==> src/rtl/link_port_pkg.sv <==
// Package: address map and status bit positions shared by the link port
// register block and its checker. The bit positions are fixed because
// software and the interrupt logic decode them.
package link_port_pkg;
    localparam int ADDR_W   = 5;
    localparam int DATA_W   = 8;
    localparam int NUM_REGS = 1 << ADDR_W;

    localparam logic [ADDR_W-1:0] A_CTRL = 5'h0C;
    localparam logic [ADDR_W-1:0] A_STAT = 5'h0D;
    localparam logic [ADDR_W-1:0] A_WIRE = 5'h0E;
    localparam logic [ADDR_W-1:0] A_TXD  = 5'h0F;

    // status bit positions
    localparam int S_TXFREE = 0;
    localparam int S_ACT    = 3;
    localparam int S_RXFULL = 5;
    localparam int S_TXIDLE = 6;
    localparam int S_ERR    = 7;

    // control bit positions
    localparam int C_EN_RX  = 0;
    localparam int C_EN_TXI = 1;
    localparam int C_EN_ACT = 2;
    localparam int C_EN_ERR = 3;
    localparam int C_DIS    = 6;
endpackage

==> src/rtl/lp_regfile.sv <==
// Module: lp_regfile
// Byte storage for every address of the port. Each entry holds the last byte
// written to it. The caller gates out any address that must not be stored.
// Assumes one write per cycle; read is combinational.
module lp_regfile #(
    parameter int AW = 5,
    parameter int DW = 8,
    localparam int DEPTH = 1 << AW
) (
    input  logic               clk,
    input  logic               rst_n,
    input  logic               we,
    input  logic [AW-1:0]      waddr,
    input  logic [DW-1:0]      wdata,
    input  logic [AW-1:0]      raddr,
    output logic [DW-1:0]      rdata,
    output logic [DEPTH*DW-1:0] flat
);
    for (genvar i = 0; i < DEPTH; i++) begin : g_ent
        logic [DW-1:0] q;
        // entry i: capture write data when addressed
        always_ff @(posedge clk) begin
            if (!rst_n)
                q <= '0;
            else if (we && waddr == AW'(i))
                q <= wdata;
        end
        assign flat[i*DW +: DW] = q;
    end

    // read mux
    always_comb rdata = flat[raddr*DW +: DW];
endmodule

==> src/rtl/lp_status.sv <==
// Module: lp_status
// Status register of the port. Samples the engine conditions each cycle and
// keeps the transmit-buffer-free flag. Assumes engine inputs are synchronous.
// Receive-full is not captured while the link is disabled.
module lp_status
    import link_port_pkg::*;
(
    input  logic              clk,
    input  logic              rst_n,
    input  logic              link_dis,
    input  logic              eng_err,
    input  logic              eng_act,
    input  logic              eng_tx_idle,
    input  logic              eng_rx_full,
    input  logic              tx_wr,
    input  logic              tx_taken,
    output logic [DATA_W-1:0] stat
);
    logic err_q, act_q, idle_q, rx_q, free_q;

    // sample engine conditions
    always_ff @(posedge clk) begin
        if (!rst_n) begin
            err_q  <= 1'b0;
            act_q  <= 1'b0;
            idle_q <= 1'b0;
            rx_q   <= 1'b0;
        end else begin
            err_q  <= eng_err;
            act_q  <= eng_act;
            idle_q <= eng_tx_idle;
            rx_q   <= eng_rx_full & ~link_dis;
        end
    end

    // transmit buffer free flag: a write clears it, a taken pulse sets it
    always_ff @(posedge clk) begin
        if (!rst_n)
            free_q <= 1'b1;
        else if (tx_wr)
            free_q <= 1'b0;
        else if (tx_taken)
            free_q <= 1'b1;
    end

    // assemble the status byte
    always_comb begin
        stat           = '0;
        stat[S_ERR]    = err_q;
        stat[S_TXIDLE] = idle_q;
        stat[S_RXFULL] = rx_q;
        stat[S_ACT]    = act_q;
        stat[S_TXFREE] = free_q;
    end
endmodule

==> src/rtl/lp_irq.sv <==
// Module: lp_irq
// Combines enabled status conditions into the single level-4 request.
// Purely combinational; suppressed while the link is disabled.
module lp_irq
    import link_port_pkg::*;
(
    input  logic [DATA_W-1:0] ctrl,
    input  logic [DATA_W-1:0] stat,
    output logic              irq
);
    // OR of the four enable/condition pairs
    always_comb begin
        irq = ~ctrl[C_DIS] &
              ((ctrl[C_EN_ERR] & stat[S_ERR])    |
               (ctrl[C_EN_ACT] & stat[S_ACT])    |
               (ctrl[C_EN_TXI] & stat[S_TXIDLE]) |
               (ctrl[C_EN_RX]  & stat[S_RXFULL]));
    end
endmodule

==> src/rtl/lp_wire.sv <==
// Module: lp_wire
// Direct line drive. Holds the inverted wire-register bits written while the
// link is disabled, and releases both lines high while the link is enabled.
module lp_wire (
    input  logic       clk,
    input  logic       rst_n,
    input  logic       link_dis,
    input  logic       wire_wr,
    input  logic [1:0] wdata,
    output logic       red,
    output logic       white
);
    logic red_q, white_q;

    // latch line levels on a wire write in disabled mode
    always_ff @(posedge clk) begin
        if (!rst_n) begin
            red_q   <= 1'b1;
            white_q <= 1'b1;
        end else if (wire_wr && link_dis) begin
            red_q   <= ~wdata[0];
            white_q <= ~wdata[1];
        end
    end

    // release lines when the link owns them
    always_comb begin
        red   = link_dis ? red_q   : 1'b1;
        white = link_dis ? white_q : 1'b1;
    end
endmodule

==> src/rtl/link_port_regs.sv <==
// Module: link_port_regs (top)
// Register block of a byte-wide serial link port: control, status, wire
// and transmit registers plus plain storage, and the level-4 interrupt.
// Assumes a single-master byte bus with one write per cycle. All inputs are
// synchronous to clk.
module link_port_regs
    import link_port_pkg::*;
(
    input  logic              clk,
    input  logic              rst_n,
    input  logic              wr_en,
    input  logic [ADDR_W-1:0] wr_addr,
    input  logic [DATA_W-1:0] wr_data,
    input  logic [ADDR_W-1:0] rd_addr,
    output logic [DATA_W-1:0] rd_data,
    input  logic              eng_err,
    input  logic              eng_act,
    input  logic              eng_tx_idle,
    input  logic              eng_rx_full,
    input  logic              eng_tx_taken,
    output logic              eng_rst,
    output logic              tx_load,
    output logic [DATA_W-1:0] tx_byte,
    output logic              irq_l4,
    output logic              red_line,
    output logic              white_line
);
    logic [NUM_REGS*DATA_W-1:0] flat;
    logic [DATA_W-1:0] store_rd, stat, ctrl;
    logic store_we, tx_wr, wire_wr, ctrl_wr, link_dis, tx_ready;
    logic rst_q, load_q;

    // write decode
    always_comb begin
        store_we = wr_en && (wr_addr != A_STAT);
        tx_wr    = wr_en && (wr_addr == A_TXD);
        wire_wr  = wr_en && (wr_addr == A_WIRE);
        ctrl_wr  = wr_en && (wr_addr == A_CTRL);
    end

    lp_regfile #(.AW(ADDR_W), .DW(DATA_W)) u_rf (
        .clk(clk), .rst_n(rst_n), .we(store_we), .waddr(wr_addr),
        .wdata(wr_data), .raddr(rd_addr), .rdata(store_rd), .flat(flat)
    );

    // register taps
    always_comb begin
        ctrl     = flat[A_CTRL*DATA_W +: DATA_W];
        tx_byte  = flat[A_TXD*DATA_W +: DATA_W];
        link_dis = ctrl[C_DIS];
        tx_ready = stat[S_TXFREE];
    end

    lp_status u_stat (
        .clk(clk), .rst_n(rst_n), .link_dis(link_dis),
        .eng_err(eng_err), .eng_act(eng_act), .eng_tx_idle(eng_tx_idle),
        .eng_rx_full(eng_rx_full), .tx_wr(tx_wr), .tx_taken(eng_tx_taken),
        .stat(stat)
    );

    lp_irq u_irq (.ctrl(ctrl), .stat(stat), .irq(irq_l4));

    lp_wire u_wire (
        .clk(clk), .rst_n(rst_n), .link_dis(link_dis), .wire_wr(wire_wr),
        .wdata(wr_data[1:0]), .red(red_line), .white(white_line)
    );

    // engine reset and load pulses
    always_ff @(posedge clk) begin
        if (!rst_n) begin
            rst_q  <= 1'b0;
            load_q <= 1'b0;
        end else begin
            rst_q  <= ctrl_wr && wr_data[C_DIS];
            load_q <= tx_wr;
        end
    end

    // outputs
    always_comb begin
        eng_rst = rst_q;
        tx_load = load_q;
        rd_data = (rd_addr == A_STAT) ? stat : store_rd;
    end
endmodule

==> config.mk <==
export PLATFORM = sky130hd
export DESIGN_NAME = link_port_regs
export DESIGN_NICKNAME = d
export VERILOG_FILES = /design/src/rtl/link_port_pkg.sv /design/src/rtl/lp_regfile.sv /design/src/rtl/lp_status.sv /design/src/rtl/lp_irq.sv /design/src/rtl/lp_wire.sv /design/src/rtl/link_port_regs.sv
export SDC_FILE = /design/constraint.sdc
export NUM_CORES = 1
export LEC_CHECK = 0
export ABC_AREA = 0
export CORE_ASPECT_RATIO = 0.6
export CORE_MARGIN = 4
export CORE_UTILIZATION = 30
export DETAILED_ROUTE_END_ITERATION = 10
export GPL_ROUTABILITY_DRIVEN = 0
export RECOVER_POWER = 50
export SYNTH_ARGS = -nofsm -noshare
export SYNTH_HDL_FRONTEND = slang
export SYNTH_SLANG_ARGS = --single-unit
==> constraint.sdc <==
create_clock -name clk -period 2.25 [get_ports clk]
set_input_delay 0.45 -clock clk [delete_from_list [all_inputs] [get_ports clk]]
set_output_delay 0.45 -clock clk [all_outputs]
set_load 0.1 [all_outputs]
# After elaboration in Yosys (flattened, before gate mapping)
# Index checks and enable logic that the tools add are counted.
classes:
  n_eq_ne: 33
  shift: 1
  mux: 5
  n_bitwise: 12
  reduce_logical: 40
op_table:
  columns: ["op", "count"]
  rows:
  - ["variable part select 256 x 9 -> 8 bit", 1]
  - ["== test 5 bit (second input constant)", 16]
  - ["== test 5 x 4 -> 1 bit (second input constant)", 9]
  - ["logical AND 1 bit", 38]
  - ["== test 5 x 3 -> 1 bit (second input constant)", 4]
  - ["== test 5 x 2 -> 1 bit (second input constant)", 2]
  - ["2-to-1 mux 8 bit", 1]
  - ["bitwise AND 1 bit", 6]
  - ["== test 5 x 1 -> 1 bit (second input constant)", 1]
  - ["logical NOT 5 bit", 1]
  - ["inequality test 5 x 4 -> 1 bit (second input constant)", 1]
  - ["2-to-1 mux 1 bit", 4]
  - ["inverter 1 bit", 3]
  - ["bitwise OR 1 bit", 3]
  - ["nonzero test 2 bit", 1]
totals:
  register_bits: 265
  out_inout_bits: 21

# Longest topological paths before layout
# Gate-level depths: netlist (run 1).
depth:
  depth_word: 5
  ltp_mapped: 8
  mapped_depth_nobuf: 4

# Cells and area by module
# A second synthesis (run 1) with hierarchy kept.
hier_totals:
  hier_cells: 1377
  hier_area_um2: 12986.2
by_module_without_submodules:
  columns: ["mod", "n_inst", "cells_each", "area_per_inst_um2", "seq_area_each_um2"]
  rows:
  - ["lp_regfile", 1, 1322, 12445.7, 5124.9]
  - ["link_port_regs", 1, 22, 231.5, 40.0]
  - ["lp_status", 1, 20, 203.9, 100.1]
  - ["lp_wire", 1, 10, 85.1, 40.0]
  - ["lp_irq", 1, 3, 20.0, 0.0]

# Least setup slack after synthesis (run 1)
# No wires, ideal clock.
synth_timing:
  kind: "input-to-output"
  start: "input port rd_addr[0]"
  end: "output port rd_data[0]"
  arrival_ps: 2964
  path_slack_ps: -1164
  path_stages: 7
  n_path_buf: 4
  path_cell_list: "buf_6 -> buf_12 -> buf_12 -> buf_4 -> nand4_1 -> o32a_1 -> a2bb2oi_1"
synth_between:
  elab_chain_len: 2
  elab_cells_between_ends: 3
  cone_classes: "1 x eq/ne; 1 x shift; 1 x mux"
synth_rtl:
  columns: ["element", "line_no", "source"]
  rows:
  - ["start, declared", "link_port_regs.sv:14", "input logic [ADDR_W-1:0] rd_addr,"]
  - ["variable part select 256 x 9 -> 8 bit or == test 5 x 4 -> 1 bit (tied branches)", "lp_regfile.sv:32, link_port_regs.sv:83", null]
  - ["2-to-1 mux 8 bit (*)", "link_port_regs.sv:83", "rd_data = (rd_addr == A_STAT) ? stat : store_rd;"]
  - ["end, declared", "link_port_regs.sv:15", "output logic [DATA_W-1:0] rd_data,"]
# Mark *: on every way between the ends. The rest lies on a longest branch, timed or not.

# Final worst setup path (run 1)
layout_timing:
  start: "register u_rf.g_ent[10].q[0]"
  end: "output port rd_data[0]"
layout_between:
  elab_chain_len: 2
layout_rtl:
  columns: ["element", "line_no", "source"]
  rows:
  - ["start, declared", "lp_regfile.sv:20", "logic [DW-1:0] q;"]
  - ["start signal, assigned", "lp_regfile.sv:26", "q <= wdata;"]
  - ["variable part select 256 x 9 -> 8 bit", "lp_regfile.sv:32", "always_comb rdata = flat[raddr*DW +: DW];"]
  - ["2-to-1 mux 8 bit", "link_port_regs.sv:83", null]
# No other way between the ends.

==> impl_metrics.tcl, run 1 <==
set metrics [dict create \
    status "complete, but fails checks" \
    failed_checks "setup timing" \
    grt_use_total_pct 17.14 \
    slowest_delay_ps 470 \
    ys_ff_latch 260 \
    finalWirelength_um 38950 \
    r2r_cells 3 \
    clk_pin_slew_ps 70 \
    synth.distinct_cells 42 \
    syn_inst 1292 \
    num_rows 57 \
    die_x_um 269.7 \
    dr.pass1.iters 5 \
    dp_slack_ps -553.2 \
    hold_violations 0 \
    insertedDiodeCount 0 \
    vias 10070 \
    fmax_mhz 371.7 \
    crit_start "u_rf.g_ent[10].q[0]" \
    power_uw 9876 \
    rsz0062_at_grt "true" \
    wl_met3_um 3252 \
    syn_area_mm2 0.01233 \
    m1WireLength_um 20450 \
    final_area_mm2 0.01514 \
    fin_nets 1397 \
    insertion_delay_ps 520 \
    fillers 4039 \
    slowest_stage "mux4_2" \
    drive_above_1_share_pct 20.66 \
    r2r-end "u_wire.red_q" \
    grt_max_degree 69 \
    power.density_mw_per_mm2 652.5 \
    antenna_found_initial 0 \
    fin_hold_ws_ps 461.9 \
    setup_violations 17 \
    syn2layout_area_growth_pct 22.80 \
    syn_nets 1318 \
    maxCapViolCount 0 \
    ir_worst_vdd_mv 0.4948 \
    holdCritStartpoint "eng_rx_full" \
    slew_viol_final 0 \
    drtAntennaViolNets 0 \
    avgSynthCellArea_um2 9.541 \
    fin_crit_ps 2690 \
    post-route-period-util_pct 119.6 \
    cts_buffer_depth 3 \
    num_io_pins 47 \
    timing.critical_path.required_ps 1800 \
    endpoint "rd_data[0]" \
    io_buffers 46 \
    grt_pass1_vias 9492 \
    root_buffer "clkbuf_16" \
    crit_type "reg2out" \
    cts_hold_buf 0 \
    min_path_type "in2reg" \
    placed_area_mm2 0.01439 \
    routedWlPerCell_um 20.29 \
    cts_tree "built" \
    ys_async_sr_fraction_pct 0 \
    numCtsBuffers 24 \
    worstSetupStartpointType "flip-flop" \
    slew_headroom_pct 18.01 \
    dp_hpwl_um 26640 \
    ff2ff_setup_slack_ps 1170 \
    p_leak_uw 0.005265 \
    drtIter0Drc 1065 \
    fin_skew_ps 2.123 \
    ys_warn_count 0 \
    end_kind "output port" \
    post-route-worst-setup-slack_ps -440.5 \
    highest_layer "met4" \
    grt_pass1_wl_um 59770 \
    tightest_slew_ps 1230 \
    critPathMaxFanout 2 \
    crit_chain "mux4_2, and2_4, o32a_1, a2bb2oi_4, buf_12" \
    start_util_pct 30.43 \
    clock_sinks 260 \
    synth_edf_count 0 \
    htree_num_levels 1 \
    yosysSeqAreaShare_pct 42.22 \
    dr_wl_met2_um 14860 \
    grt_overflow 0 \
    cp_data_arrival_time_ps 2240 \
    r2r_start "u_rf.g_ent[12].q[6]" \
    dieHeight_um 165.0 \
    die-area_mm2 0.04450 \
    vias_per_cell 5.246 \
    ys.flop_type "dfxtp_1" \
    core_area_mm2 0.04051 \
    drc 0 \
]
## per-layer routing
layer / global-route usage (%) / vias to the layer above
met5: 0 / -
met4: 1.980 / 0
met3: 3.761 / 41
met2: 23.41 / 364
met1: 27.65 / 4963
li1: - / 4705
## placed cells by master, fill, tap and decap left out, types with 5 or more instances in the layout
cell and n:
o32a_1 5, clkdlybuf4s50_1 18, mux2i_1 112, nor2b_1 83, mux4_2 49, o22a_1 5
o221ai_1 5, nand4_1 6, nand3_1 100, buf_4 87, a2bb2oi_4 5, nand2_1 191
nor2_1 27, clkbuf_1 14, dfxtp_2 17, nand3b_1 6, a21oi_1 5, clkbuf_2 20
a21boi_0 164, and2_1 9, dfxtp_1 243, clkinv_2 7, clkbuf_16 25, a22oi_2 5
o21ai_0 73, buf_12 35
## synth_stat cells, types with 6 or more instances
cell type | n | area (µm²)
nand2_1 | 191 | 716.9
nor2_1 | 27 | 101.4
nand3b_1 | 6 | 45.04
mux4_2 | 49 | 1104
o21ai_0 | 73 | 365.4
and2_1 | 12 | 75.07
dfxtp_1 | 260 | 5205
a21oi_1 | 6 | 30.03
mux2i_1 | 115 | 1151
buf_2 | 33 | 165.2
nor2b_1 | 85 | 531.8
buf_4 | 17 | 127.6
a22oi_1 | 7 | 52.55
nand3_1 | 98 | 490.5
clkbuf_1 | 72 | 270.3
a21boi_0 | 163 | 1224
## area by class of cell
cell class,count,area [µm²],share of cell area [%]
flip-flops and latches,260,5226,34.53
clock inverters,10,90.09,0.5951
well taps,531,664.4,4.389
clock buffers,34,699.4,4.621
multi-input cells,900,6581,43.48
repair buffers,185,1876,12.39
## worst max-delay path, delay by kind of cell (launching register included)
family          cells  cell delay, ps
compound gates      2             580
flops               1             330
buf+inv             1             170
mux                 1             470
simple gates        1             150
## worst min-delay path by stage
stage | end | slack [ps] | depth (start not counted)
6_report | u_stat.rx_q | 460 | 3
5_1_grt | u_rf.g_ent[0].q[7] | 480 | 2
4_1_cts | u_wire.red_q | 310 | 2
3_5_place_dp | u_rf.g_ent[13].q[1] | 450 | 1
3_3_place_gp | u_rf.g_ent[2].q[5] | 450 | 2
2_1_floorplan | u_rf.g_ent[13].q[1] | 420 | 1
## registers in the layout, indices dropped and copies added, names as in the netlist
signal / cells
eng_rst: 1
u_rf.g_ent.q: 251
u_stat.act_q: 1
u_stat.free_q: 1
u_stat.err_q: 1
u_stat.rx_q: 1
u_wire.white_q: 1
u_stat.idle_q: 1
tx_load: 1
u_wire.red_q: 1
## per-stage QoR
stage / TNS (ps) / utilization, % / instances
floorplan: -1018 / - / 1292
global placement: -4850 / 35.51 / 1868
detailed placement: -4866 / 35.51 / 1868
CTS: -3020 / 37.84 / 1918
global route: -5153 / 37.37 / 1920
finish: -3454 / 37.37 / 1920
## power by group
part | internal [µW] | total, µW | switching (µW)
clock | 2300 | 4190 | 1890
combinational | 436 | 1020 | 588
sequential | 4640 | 4660 | 27.0
total | 7370 | 9880 | 2500
## logic make-up (layout without fill, tap and decap cells)
kind of cell | after synthesis | in the layout | synth area share (%)
simple gates | 454 | 454 | 18.25
compound gates | 282 | 282 | 15.76
flops | 260 | 260 | 42.22
mux | 164 | 164 | 18.29
buf+inv | 132 | 229 | 5.471
## timing repair
item	4_1_cts	5_1_grt
pin swaps	14	3
hold endpoints to repair	0	0
gates resized for setup	24	16
cloned	2	0
endpoints found under the setup margin	8	8
buffers inserted	4	2
No activity file was read; power rests on OpenSTA's default activity.
==> run 2, diff against run 1 <==
Settings changed: SLEW_MARGIN set to 20.
==> results of run 2 <==
The final DEF is identical to that of run 1; final timing and power are the same.
